`src/rtl/smbht_pkg.sv`:
```
package smbht_pkg;
    typedef enum logic [2:0] {
        ST_IDLE  = 3'd0,
        ST_SETUP = 3'd1,
        ST_HOLD  = 3'd2,
        ST_LOW   = 3'd3,
        ST_HIGH  = 3'd4
    } seq_state_t;
endpackage

```
`src/rtl/smbht_sync.sv`:
```
module smbht_sync (
    input  logic clk,
    input  logic rst_n,
    input  logic line_in,
    output logic line_s,
    output logic line_fall
);
    logic meta_q, sync_q, prev_q;

    // The bus idles high, so every flop resets to 1.
    always_ff @(posedge clk or negedge rst_n) begin
        if (!rst_n) begin
            meta_q <= 1'b1;
            sync_q <= 1'b1;
            prev_q <= 1'b1;
        end else begin
            meta_q <= line_in;
            sync_q <= meta_q;
            prev_q <= sync_q;
        end
    end

    assign line_s    = sync_q;
    assign line_fall = prev_q & ~sync_q;
endmodule

```
`src/rtl/smbht_seq.sv`:
```
module smbht_seq
    import smbht_pkg::*;
#(
    parameter int CW = 16
) (
    input  logic          clk,
    input  logic          rst_n,
    input  logic          tick,
    input  logic          start_req,
    input  logic          stop_req,
    input  logic          expire,
    input  logic          scl_s,
    input  logic [CW-1:0] low_ticks,
    input  logic [CW-1:0] high_ticks,
    output logic          sda_oe,
    output logic          scl_oe,
    output logic          busy
);
    localparam int PW = CW + 1;

    seq_state_t    state_q, state_d;
    logic [CW-1:0] ph_q, ph_d;
    logic          low_done, high_done;

    // Phase-complete flags, widened by one bit so a zero period cannot wrap.
    assign low_done  = ({1'b0, ph_q} + PW'(1)) >= {1'b0, low_ticks};
    assign high_done = ({1'b0, ph_q} + PW'(1)) >= {1'b0, high_ticks};

    always_ff @(posedge clk or negedge rst_n) begin
        if (!rst_n) begin
            state_q <= ST_IDLE;
            ph_q    <= '0;
        end else begin
            state_q <= state_d;
            ph_q    <= ph_d;
        end
    end

    always_comb begin
        state_d = state_q;
        ph_d    = ph_q;
        unique case (state_q)
            ST_IDLE: begin
                if (start_req) begin
                    state_d = ST_SETUP;
                    ph_d    = '0;
                end
            end
            ST_SETUP: begin
                if (tick) begin
                    if (low_done) begin
                        state_d = ST_HOLD;
                        ph_d    = '0;
                    end else begin
                        ph_d = ph_q + CW'(1);
                    end
                end
            end
            ST_HOLD: begin
                if (tick) begin
                    if (low_done) begin
                        state_d = ST_LOW;
                        ph_d    = '0;
                    end else begin
                        ph_d = ph_q + CW'(1);
                    end
                end
            end
            ST_LOW: begin
                if (tick) begin
                    if (low_done) begin
                        state_d = ST_HIGH;
                        ph_d    = '0;
                    end else begin
                        ph_d = ph_q + CW'(1);
                    end
                end
            end
            ST_HIGH: begin
                // The high phase only advances while the line is seen high (stretch aware).
                if (tick && scl_s) begin
                    if (high_done) begin
                        state_d = ST_LOW;
                        ph_d    = '0;
                    end else begin
                        ph_d = ph_q + CW'(1);
                    end
                end
            end
            default: begin
                state_d = ST_IDLE;
                ph_d    = '0;
            end
        endcase
        if (state_q != ST_IDLE && (expire || stop_req)) begin
            state_d = ST_IDLE;
            ph_d    = '0;
        end
    end

    always_comb begin
        sda_oe = 1'b0;
        scl_oe = 1'b0;
        busy   = 1'b1;
        unique case (state_q)
            ST_IDLE:  busy = 1'b0;
            ST_SETUP: ;
            ST_HOLD:  sda_oe = 1'b1;
            ST_LOW: begin
                sda_oe = 1'b1;
                scl_oe = 1'b1;
            end
            ST_HIGH:  sda_oe = 1'b1;
            default:  busy = 1'b0;
        endcase
    end
endmodule

```
`src/rtl/smbht_hitimer.sv`:
```
module smbht_hitimer #(
    parameter int TW = 16
) (
    input  logic          clk,
    input  logic          rst_n,
    input  logic          tick,
    input  logic          mode_fixed,
    input  logic [TW-1:0] limit,
    input  logic          accept,
    input  logic          busy,
    input  logic          scl_s,
    input  logic          scl_fall,
    input  logic          clr,
    output logic          expire,
    output logic          evt,
    output logic          flag
);
    logic [TW-1:0] cnt_q;
    logic          armed_q;
    logic          count_en;

    assign count_en = tick && armed_q && busy && scl_s;
    assign expire   = count_en && (cnt_q <= TW'(1));

    always_ff @(posedge clk or negedge rst_n) begin
        if (!rst_n) begin
            cnt_q   <= '0;
            armed_q <= 1'b0;
            evt     <= 1'b0;
            flag    <= 1'b0;
        end else begin
            if (accept) begin
                cnt_q   <= limit;
                armed_q <= !mode_fixed;
            end else if (!busy || expire) begin
                armed_q <= 1'b0;
            end else if (scl_fall) begin
                cnt_q   <= limit;
                armed_q <= 1'b1;
            end else if (count_en) begin
                cnt_q <= cnt_q - TW'(1);
            end
            evt <= expire;
            if (expire)   flag <= 1'b1;
            else if (clr) flag <= 1'b0;
        end
    end
endmodule

```
`src/rtl/smbht_monitor.sv`:
```
module smbht_monitor #(
    parameter int CW = 16,
    parameter int TW = 16
) (
    input  logic          clk,
    input  logic          rst_n,
    input  logic          tick,
    input  logic          mode_fixed,
    input  logic [CW-1:0] low_ticks,
    input  logic [CW-1:0] high_ticks,
    input  logic [TW-1:0] tmo_limit,
    input  logic          start_req,
    input  logic          stop_req,
    input  logic          tmo_clr,
    input  logic          scl_in,
    output logic          sda_oe,
    output logic          scl_oe,
    output logic          busy,
    output logic          tmo_evt,
    output logic          tmo_flag
);
    logic scl_s, scl_fall, expire, accept;

    // A start request only counts while the sequencer is idle.
    assign accept = start_req && !busy;

    smbht_sync u_sync (
        .clk       (clk),
        .rst_n     (rst_n),
        .line_in   (scl_in),
        .line_s    (scl_s),
        .line_fall (scl_fall)
    );

    smbht_seq #(.CW(CW)) u_seq (
        .clk        (clk),
        .rst_n      (rst_n),
        .tick       (tick),
        .start_req  (start_req),
        .stop_req   (stop_req),
        .expire     (expire),
        .scl_s      (scl_s),
        .low_ticks  (low_ticks),
        .high_ticks (high_ticks),
        .sda_oe     (sda_oe),
        .scl_oe     (scl_oe),
        .busy       (busy)
    );

    smbht_hitimer #(.TW(TW)) u_timer (
        .clk        (clk),
        .rst_n      (rst_n),
        .tick       (tick),
        .mode_fixed (mode_fixed),
        .limit      (tmo_limit),
        .accept     (accept),
        .busy       (busy),
        .scl_s      (scl_s),
        .scl_fall   (scl_fall),
        .clr        (tmo_clr),
        .expire     (expire),
        .evt        (tmo_evt),
        .flag       (tmo_flag)
    );
endmodule

```
`config.mk`:
```
export PLATFORM = sky130hd
export DESIGN_NAME = smbht_monitor
export DESIGN_NICKNAME = d
export VERILOG_FILES = /design/src/rtl/smbht_pkg.sv /design/src/rtl/smbht_sync.sv /design/src/rtl/smbht_seq.sv /design/src/rtl/smbht_hitimer.sv /design/src/rtl/smbht_monitor.sv
export SDC_FILE = /design/constraint.sdc
export NUM_CORES = 1
export LEC_CHECK = 0
export ABC_AREA = 1
export BUFFER_PORTS_ARGS = -buffer_cell sky130_fd_sc_hd__buf_2
export CAP_MARGIN = 20
export CELL_PAD_IN_SITES_DETAIL_PLACEMENT = 1
export CELL_PAD_IN_SITES_GLOBAL_PLACEMENT = 1
export CORE_UTILIZATION = 30
export CTS_CLUSTER_SIZE = 24
export DETAILED_ROUTE_END_ITERATION = 8
export PLACE_DENSITY = 0.64
export SYNTH_ARGS = -nofsm -noshare
export SYNTH_HDL_FRONTEND = slang
export SYNTH_HIERARCHICAL = 1
export SYNTH_SLANG_ARGS = --single-unit
```
`constraint.sdc`:
```
create_clock -name clk -period 5.1 [get_ports clk]
set_clock_uncertainty 0.2 [all_clocks]
set_input_delay 0.255 -clock clk [delete_from_list [all_inputs] [get_ports clk]]
set_output_delay 0.255 -clock clk [all_outputs]
set_load 0.005 [all_outputs]
```
==> metrics.md, run 1 <==
| Metric | Value |
|---|---|
| Nets | 738 |
| Num CTS Buffers | 5 |
| Share of layout cells above drive strength 1 | 15.9% |
| Ys Warns | 6 |
| All-layer global routing usage | 17.6% |
| Placed cells | 804 |
| Initial core utilization | 30.8% |
| Synthesized cell area | 3720 sq um |
| WL/cell | 13.0 um |
| Post-cts sizing count | 0 |
| Critical path's slowest cell | dfrtp_1 |
| First-pass GRT wire length | 18100 um |
| CTS tree | done |
| Min-Delay Path Depth | 4 |
| Top cell type's share of synthesized area | 25.6% |
| CP peak stage delay | 0.43 ns |
| Num rows | 40 |
| Buf/Inv on CP | 3 |
| Die X | 113 um |
| Number of synthesized register bits | 41 |
| Peak VDD IR | 0.000162 V |
| Clock Pin Slew Worst Setup and Hold Paths | 0.06 ns |
| DP HPWL | 8520 um |
| Synth unique cells | 37 |
| Placeable Area | 12100 sq um |
| Die area | 12800 sq um |
| Area Growth Syn to Fin | 18.0% |
| PortBufs | 60 |
| CP arrival | 3.33 ns |
| Cell depth of the worst setup path | 21 |
| Unrepaired setup endpoints after global routing | no |
| Largest net degree at the start of global routing | 42 |
| Clock Latency Late Sink | 0.29 ns |
| 1st-pass router iterations | 4 |
| TNS Setup | 0 ns |
| Max cap viols | 0 |
| DRC viols | 0 |
| Hold Crit Class | in2reg |
| Clk sinks | 41 |
| Top_reg_cell synth | dfrtp_1 |
| Most common cell on crit path | nand2_1 |
| Hold-fix buffers, CTS | 3 |
| Asr flop ratio synth | 100% |
| Commonest non-fill, non-tap cells in the layout | nand2_1, inv_1, buf_2 |
| Worst r2r path cells | 21 |
| Setup crit end kind | register |
| Hold violation count in the final report | 0 |
| Share of the yosys chip area belonging to registers | 27.7% |
| Crit path max fanout | 9 |
| Routed vias/inst | 4.61 |
| Final Util | 36.4% |
| Worst slew pin tran | 0.542 ns |
| Average size of a mapped cell | 6.39 sq um |
| Post-CTS Setup Inserts | 0 |
| Maximum clock rate | 298 MHz |
| Via count | 3765 |
| Period Utilization, post-route | 65.9% |
| EDFF count, synth | 0 |
| Largest area contributor in the netlist | dfrtp_1 |
| Die height | 113 um |
| Leakage | 0.00253 uW |
| Final count of negative-setup-slack endpoints | 0 |
| Most common cell after layout, fill and taps aside | nand2_1 |
| CTS H-tree depth | 2 |
| GP Congestion | 0.787 |
| Status | completed |
| Drt total wl | 10600 um |
| Fin cells | 816 |
| Deepest clock path buffer count | 2 |
| Initial antenna violation count | 0 |
| Crit-path cells | ha_1 > nand2_1 > nor2_1 > nand3_1 > nor2_1 > nand2_1 > xnor2_1 > ha_1 > nand2_1 > inv_1 > nand3_1 > nor2_1 > inv_1 > nor2_1 > nand2_1 > nand3_1 > nand2_2 > nand3_4 > inv_4 > nand2_1 > nand2_1 |
| Required time of the critical path | 5.07 ns |
| Routed Antenna Nets | 0 |
| Family with the most delay on the worst path | simple AND/OR/NAND/NOR gates |
| 1st-iter DRT viols | 127 |
| Num ports | 61 |
| Synth Instances | 582 |
| Setup crit start kind | register |
| # diodes | 0 |
| Max_slew headroom | 63.7% |
| Mapped Nets | 673 |
| Vias in the first global route | 3866 |
| Area contributors post-synth | dfrtp_1, nand2_1, ha_1 |
| GRT overflow | 0 |
| Pwr Density | 420 nW/um^2 |
| Post-layout min period | 3.36 ns |
| WS Path Type | reg2reg |
| Fin. max-slew vios | 0 |
| CTS root buf | clkbuf_16 |
==> final timing paths <==
check                                   start                to  slack [ns]
worst max-delay path            u_seq/ph_q[0]    u_seq/ph_q[14]        1.74
worst min-delay path               mode_fixed   u_timer/armed_q        0.05
worst max register to register  u_seq/ph_q[0]    u_seq/ph_q[14]        1.74
worst min register to register  u_sync/meta_q     u_sync/line_s        0.16
max in group asynchronous               rst_n     u_sync/prev_q        3.88
min in group asynchronous               rst_n  u_timer/cnt_q[9]        0.25
==> cell type report <==
cell class / count / area (sq um)
Fill cell: 1605 / 7670
Multi-Input combinational cell: 435 / 2270
Sequential cell: 41 / 1030
Inverter: 99 / 374
Timing Repair Buffer: 65 / 358
Tap cell: 168 / 210
Clock buffer: 5 / 125
Clock inverter: 3 / 17.5
==> worst register-to-register path, stage by stage, from the launching register on <==
cell and delay (ns):
dfrtp_1 0.43, ha_1 0.23, nand2_1 0.06, nor2_1 0.20, nand3_1 0.19, nor2_1 0.16
nand2_1 0.08, xnor2_1 0.19, ha_1 0.35, nand2_1 0.08, inv_1 0.07, nand3_1 0.06
nor2_1 0.13, inv_1 0.06, nor2_1 0.13, nand2_1 0.09, nand3_1 0.09, nand2_2 0.09
nand3_4 0.13, inv_4 0.08, nand2_1 0.07, nand2_1 0.06
==> synthesized netlist by cell type (2+ instances only) <==
cell and number:
o21a_1 2, inv_2 4, nand3_2 2, nor2_2 9
clkbuf_1 2, o21ai_0 18, dfrtp_1 38, nand4_1 8
buf_2 3, nand3_1 51, or2_2 2, inv_1 93
nor2_1 59, xnor2_1 5, a21oi_1 15, nor4_1 2
dfstp_2 3, nand2_2 6, nor3_1 4, xor2_1 7
nand2_4 2, nand2_1 198, ha_1 35
==> state kept, by name (all words and copies together), names as in the netlist <==
register	flops
u_seq/ph_q	16
u_sync/prev_q	1
u_timer/flag	1
u_timer/evt	1
u_seq/state_q	3
u_sync/line_s	1
u_timer/cnt_q	16
u_sync/meta_q	1
u_timer/armed_q	1
==> logic make-up after synthesis <==
group                      after synthesis  share of synthesized area (%)
buffers and inverters                  106                           11.2
adders and majority gates               35                           11.8
xor gates and xnor gates                12                           2.83
and+or+nand+nor                        346                           40.0
DFF                                     41                           27.7
AOI/OAI and AO/OA                       42                           6.59
==> power by group <==
group / internal (uW) / leakage (uW) / total (uW) / switching (uW)
clock: 180 / 0.0000696 / 313 / 134
combinational: 328 / 0.00192 / 1010 / 682
sequential: 413 / 0.000535 / 521 / 109
==> through the flow <==
| step | setup slack, ns | hold WS [ns] | total power (uW) | cell area (sq um) |
|---|---|---|---|---|
| floorplan | 2.28 | -0.241 | 1270 | 3720 |
| global placement | 1.85 | 0.149 | 1520 | 4200 |
| detailed placement | 1.71 | 0.149 | 1550 | 4200 |
| CTS | 1.69 | 0.0512 | 1880 | 4370 |
| global route | 1.32 | 0.0884 | 2030 | 4390 |
| finish | 1.74 | 0.0514 | 1840 | 4390 |
==> metal layers <==
layer	GRT usage (%)	vias up	part of all wire [%]
met5	0	-	0
met4	3.16	0	0.60
met3	2.52	5	2.9
met2	30.1	44	47
met1	23.8	1769	50
li1	-	1947	-
Power figures use the tool's default switching activity.
==> run 2, diff against run 1 <==
Settings changed: ABC_AREA 1 to 0, PLACE_DENSITY 0.64 to 0.63.
Clock period 5.1 ns to 2.8 ns, I/O delays scaled along.
==> run 2 against run 1 <==
Compared with the run above: the run now ends with setup timing left; sequential share of layout area decreased by 2.6 points; synthesized cell count decreased by 32%; first-iteration DRC count decreased by 2.4%; clock power increased by 24%; setup slack got worse by 2.2 ns; largest cell class unchanged.
==> metrics.md, run 2 <==
| Metric | Value |
|---|---|
| Hold violation count in the final report | 0 |
| Clk sinks | 41 |
| Fin cells | 699 |
| All-layer global routing usage | 19.2% |
| Num rows | 38 |
| DP HPWL | 8090 um |
| Biggest regs | u_seq/ph_q (16), u_timer/cnt_q (16), u_seq/state_q (3) |
| Launching point of the worst reg2reg path | u_seq/ph_q[1] |
| CTS H-tree depth | 2 |
| Num ports | 61 |
| Hold wc startpoint | tmo_limit[3] |
| Required time of the critical path | 2.82 ns |
| Largest net degree at the start of global routing | 28 |
| GP Congestion | 0.869 |
| Routed Antenna Nets | 0 |
| Die X | 108 um |
| Reg-to-Reg End | u_seq/state_q[1] |
| PortBufs | 60 |
| WL/cell | 14.8 um |
| CP arrival | 3.29 ns |
| Vias in the first global route | 3777 |
| Mapped Nets | 486 |
| Status | complete, but fails checks |
| Maximum clock rate | 306 MHz |
| Asr flop ratio synth | 100% |
| Multi-input logic area | 2320 sq um |
| Min-Delay Path Depth | 3 |
| Fin. max-slew vios | 0 |
| Area contributors post-synth | dfrtp_1, ha_1, o21ai_0 |
| Crit path max fanout | 4 |
| Post-layout min period | 3.27 ns |
| Routed vias/inst | 4.94 |
| Peak VDD IR | 0.000377 V |
| Via count | 3454 |
| Average size of a mapped cell | 8.47 sq um |
| Deepest clock path buffer count | 2 |
| Placed Area | 4470 sq um |
| Setup crit start kind | register |
| # diodes | 0 |
| First-pass GRT wire length | 17500 um |
| Number of synthesized register bits | 41 |
| Top_reg_cell synth | dfrtp_1 |
| Hold Crit Class | in2reg |
| Final Util | 45.6% |
| Unrepaired setup endpoints after global routing | yes |
| Final instance area | 4940 sq um |
| Synth unique cells | 63 |
| Leakage | 0.00243 uW |
| DRC viols | 0 |
| 1st-pass router iterations | 4 |
| Clock Pin Slew Worst Setup and Hold Paths | 0.08 ns |
| 1st-iter DRT viols | 124 |
| Placeable Area | 10800 sq um |
| WS Path Type | reg2reg |
| Most common cell after layout, fill and taps aside | buf_4 |
| Failing checks | setup timing |
| GRT overflow | 0 |
| Die height | 108 um |
| Drt total wl | 10400 um |
| Commonest non-fill, non-tap cells in the layout | buf_4, buf_2, inv_1 |
| Filler cells | 1326 |
| Placed cells | 664 |
| Synthesized cell area | 3350 sq um |
| CTS tree | done |
| Synth Instances | 395 |
| Worst r2r path cells | 12 |
| Nets | 649 |
| Max_slew headroom | 56.6% |
| Pwr Density | 643 nW/um^2 |
| Period Utilization, post-route | 117% |
| Max cap viols | 0 |
| Ys Warns | 6 |
| Final count of negative-setup-slack endpoints | 19 |
| Num CTS Buffers | 5 |
| Die area | 11600 sq um |
| Fin Hold WS | 0.0386 ns |
| Initial antenna violation count | 0 |
| Final worst slack | -0.472 ns |
| FF+latch area | 1030 sq um |
| R2R Setup Slk | -0.47 ns |
| Largest area contributor in the netlist | dfrtp_1 |
| Setup crit end kind | register |
| EDFF count, synth | 0 |
| Area Growth Syn to Fin | 47.7% |
| Top cells by count, synth | inv_1, dfrtp_1, nand2_1 |
| Clock Latency Late Sink | 0.30 ns |
| Top cell type's share of synthesized area | 28.4% |
| Initial core utilization | 30.9% |
| Share of layout cells above drive strength 1 | 38.5% |
| Share of the yosys chip area belonging to registers | 30.8% |
| Most common cell in the netlist | inv_1 |
| CTS root buf | clkbuf_8 |
| Worst slew pin tran | 0.651 ns |
| Hold endpoint | u_timer/cnt_q[3] |
## run 2: cell count changes in the layout (fill, tap and decap cells not counted), sizes merged, moves of 6 or more
cell	delta
nand3	-42
nand2	-170
and3	+6
nor3	+6
o21ai	+16
a21oi	+18
dlygate4sd3	+16
buf	+88
o2bb2ai	+6
nor2	-42
nand2b	+14
inv	-56
## run 2: cells by family (layout without fill, tap and decap cells)
logic type / Yosys count / count (layout) / synth area share [%]
compound gates: 112 / 112 / 22.4
xor+xnor: 15 / 15 / 3.93
fa+ha+maj: 35 / 35 / 13.1
buf+inv: 55 / 219 / 6.99
flops: 41 / 41 / 30.8
mux: 2 / 2 / 0.673
simple gates: 135 / 135 / 22.2
## run 2: cell type report
class | count | share of cell area, %
Clock buffer | 6 | 1.47
Multi-Input combinational cell | 299 | 47.0
Inverter | 42 | 3.19
Clock inverter | 2 | 0.203
Sequential cell | 41 | 20.9
Timing Repair Buffer | 169 | 23.7
Tap cell | 140 | 3.54
## run 2: how the worst max path moves through the flow
stage	startpoint	to	slack, ns	cells past startpoint
2_1_floorplan	u_seq/ph_q[1]	u_seq/state_q[0]	-0.43	12
3_3_place_gp	u_seq/ph_q[0]	u_seq/state_q[0]	-0.48	13
3_5_place_dp	u_seq/ph_q[1]	u_seq/ph_q[10]	-0.53	13
4_1_cts	u_seq/ph_q[0]	u_seq/state_q[1]	-0.50	12
5_1_grt	u_seq/ph_q[1]	u_seq/state_q[1]	-0.63	12
6_report	u_seq/ph_q[1]	u_seq/state_q[1]	-0.47	12
## run 2: critical path, cell delays in order, from the launching register on
cell	delay, ns
dfrtp_1	0.41
ha_4	0.17
nand3_4	0.09
or3_4	0.43
nor2_4	0.11
xnor2_2	0.10
ha_1	0.30
nand4_1	0.10
or2_4	0.24
a211o_1	0.28
a22oi_4	0.21
or4b_4	0.49
o221ai_2	0.08
## run 2: where the power goes
part / leakage [uW] / switching [uW] / internal, uW / total, uW
Sequential: 0.000521 / 113 / 749 / 862
Combinational: 0.00186 / 1010 / 919 / 1930
Clock: 0.0000450 / 216 / 173 / 389
Total: 0.00243 / 1340 / 1840 / 3180
## run 2: what timing repair did
| item | 4_1_cts | 5_1_grt |
|---|---|---|
| gates cloned | 0 | 0 |
| setup buffers | 5 | 5 |
| endpoints found under the hold margin | 44 | 0 |
| hold buffers | 19 | 0 |
| setup endpoints to repair | 19 | 19 |
| pin swaps | 8 | 10 |
| gates resized for setup | 13 | 19 |
## run 2: stage by stage
step	power (uW)	TNS (ns)	worst slack, ns
after CTS	3200	-6.53	-0.501
final	3180	-5.76	-0.472
after detailed placement	2710	-7.90	-0.531
after global routing	3440	-9.05	-0.632
after global placement	2640	-6.95	-0.477
after floorplan	2010	-5.17	-0.426
## run 2: per-layer routing
metal / vias to the layer above / global-route usage, % / part of all wire [%]
li1: 1730 / - / -
met1: 1667 / 23.3 / 45
met2: 46 / 35.0 / 52
met3: 11 / 2.48 / 2.4
met4: 0 / 5.87 / 1.2
met5: - / 0 / 0
==> run 3, diff against run 2 <==
Settings changed: RECOVER_POWER set to 50.
==> run 3 against run 2 <==
Compared with the run above: the run ends with capacitance limit, slew limit, setup timing left; clock power barely moved; register-to-register slack about the same; total power about the same; largest power group unchanged; sequential power hardly changed; highest routed layer unchanged; critical endpoint unchanged; largest cell class unchanged; hold slack about the same.
==> metrics.md, run 3 (same netlist as run 2, synthesis figures left out) <==
| Metric | Value |
|---|---|
| CTS tree | done |
| Placed Area | 4470 sq um |
| Max cap viols | 1 |
| Post-layout min period | 3.27 ns |
| CTS root buf | clkbuf_8 |
| Max_slew headroom | -4.12% |
| Num CTS Buffers | 5 |
| Reg-to-Reg End | u_seq/state_q[1] |
| Share of layout cells above drive strength 1 | 37.9% |
| Worst slew pin tran | 1.56 ns |
| Initial core utilization | 30.9% |
| Required time of the critical path | 2.82 ns |
| Routed vias/inst | 4.94 |
| Drt total wl | 10300 um |
| Pwr Density | 644 nW/um^2 |
| Unrepaired setup endpoints after global routing | yes |
| Failing checks | capacitance limit, slew limit, setup timing |
| CP startpoint | u_seq/ph_q[1] |
| Num rows | 38 |
| Clk sinks | 41 |
| Peak VDD IR | 0.000377 V |
| Clock Pin Slew Worst Setup and Hold Paths | 0.08 ns |
| Die height | 108 um |
| Status | complete, but fails checks |
| CP peak stage delay | 0.49 ns |
| Area Growth Syn to Fin | 47.5% |
| Biggest regs | u_seq/ph_q (16), u_timer/cnt_q (16), u_seq/state_q (3) |
| Deepest clock path buffer count | 2 |
| Hold wc startpoint | tmo_limit[3] |
| Final worst slack | -0.472 ns |
| Filler cells | 1329 |
| R2R Setup Slk | -0.47 ns |
| Num ports | 61 |
| Crit path max fanout | 4 |
| Clock Latency Late Sink | 0.30 ns |
| All-layer global routing usage | 19.2% |
| PortBufs | 60 |
| 1st-iter DRT viols | 120 |
| Hold Crit Class | in2reg |
| DP HPWL | 8090 um |
| Via count | 3453 |
| GRT overflow | 0 |
| CP arrival | 3.29 ns |
| DP Worst Slack | -0.531 ns |
| Final Util | 45.5% |
| Fin. max-slew vios | 28 |
| WL/cell | 14.8 um |
| Hold endpoint | u_timer/cnt_q[3] |
| Final instance area | 4940 sq um |
| Critical path's slowest cell | or4b_4 |
| Period Utilization, post-route | 117% |
| GP Congestion | 0.869 |
| Nets | 649 |
| DRC viols | 0 |
| Hold violation count in the final report | 0 |
| Commonest non-fill, non-tap cells in the layout | buf_4, buf_2, inv_1 |
| Crit-path cells | ha_4 > nand3_4 > or3_4 > nor2_4 > xnor2_2 > ha_1 > nand4_1 > or2_4 > a211o_1 > a22oi_4 > or4b_4 > o221ai_2 |
| Setup crit end kind | register |
| Maximum clock rate | 306 MHz |
| Setup crit start kind | register |
| Die area | 11600 sq um |
| Initial antenna violation count | 0 |
| 1st-pass router iterations | 4 |
| Min-Delay Path Depth | 3 |
| # diodes | 0 |
| Leakage | 0.00242 uW |
| Vias in the first global route | 3777 |
| WS Path Type | reg2reg |
| Die X | 108 um |
| Launching point of the worst reg2reg path | u_seq/ph_q[1] |
| Most common cell after layout, fill and taps aside | buf_4 |
| Largest net degree at the start of global routing | 28 |
| Final count of negative-setup-slack endpoints | 19 |
| Placeable Area | 10800 sq um |
| Routed Antenna Nets | 0 |
| First-pass GRT wire length | 17500 um |
| CTS H-tree depth | 2 |
| Worst r2r path cells | 12 |
## run 3: area by class of cell
| class | count | area, sq um | area share (%) |
|---|---|---|---|
| sequential | 41 | 1030 | 20.9 |
| multi-input combinational | 299 | 2320 | 47.0 |
| clock inverter | 2 | 10.0 | 0.203 |
| timing repair buffer | 169 | 1170 | 23.7 |
| clock buffer | 6 | 72.6 | 1.47 |
| tap | 140 | 175 | 3.55 |
| inverter | 42 | 158 | 3.19 |
## run 3: per-layer routing
metal  GRT usage, %  share of wire [%]
met1           23.3                 45
met2           35.0                 51
met3           2.48                2.5
met4           5.87                1.2
met5              0                  0
## run 3: worst max path at each step
stage / to / slack, ns / cells past startpoint
finish: u_seq/state_q[1] / -0.47 / 12
global route: u_seq/state_q[1] / -0.63 / 12
CTS: u_seq/state_q[1] / -0.50 / 12
detailed placement: u_seq/ph_q[10] / -0.53 / 13
global placement: u_seq/state_q[0] / -0.48 / 13
floorplan: u_seq/state_q[0] / -0.43 / 12
## run 3: where the power goes
group	leakage (uW)	switching [uW]	internal [uW]	total, uW
clock	0.0000450	216	173	389
sequential	0.000521	111	749	860
combinational	0.00185	1010	919	1930
## run 3: critical path: cells and delay by family, from the launching register on
family | cells | cell delay (ns)
compound gates | 3 | 0.57
xor+xnor | 1 | 0.10
fa+ha+maj | 2 | 0.47
flops | 1 | 0.41
simple gates | 6 | 1.46
## run 3: repair_timing
action | CTS | global route
hold buffers | 19 | 0
cloned | 0 | 0
buffers inserted | 5 | 5
gates resized for setup | 13 | 19
endpoints found under the hold margin | 44 | 0
endpoints found under the setup margin | 19 | 19
pin swaps | 8 | 10
## run 3: stage by stage
stage               hold slack, ns  cells  total power, uW  setup TNS [ns]
global placement            0.0143    664             2640           -6.95
global route                0.0378    699             3440           -9.05
CTS                         0.0286    695             3200           -6.53
finish                      0.0387    699             3180           -5.77
detailed placement          0.0167    664             2710           -7.90
floorplan                   -0.356    395             2010           -5.17
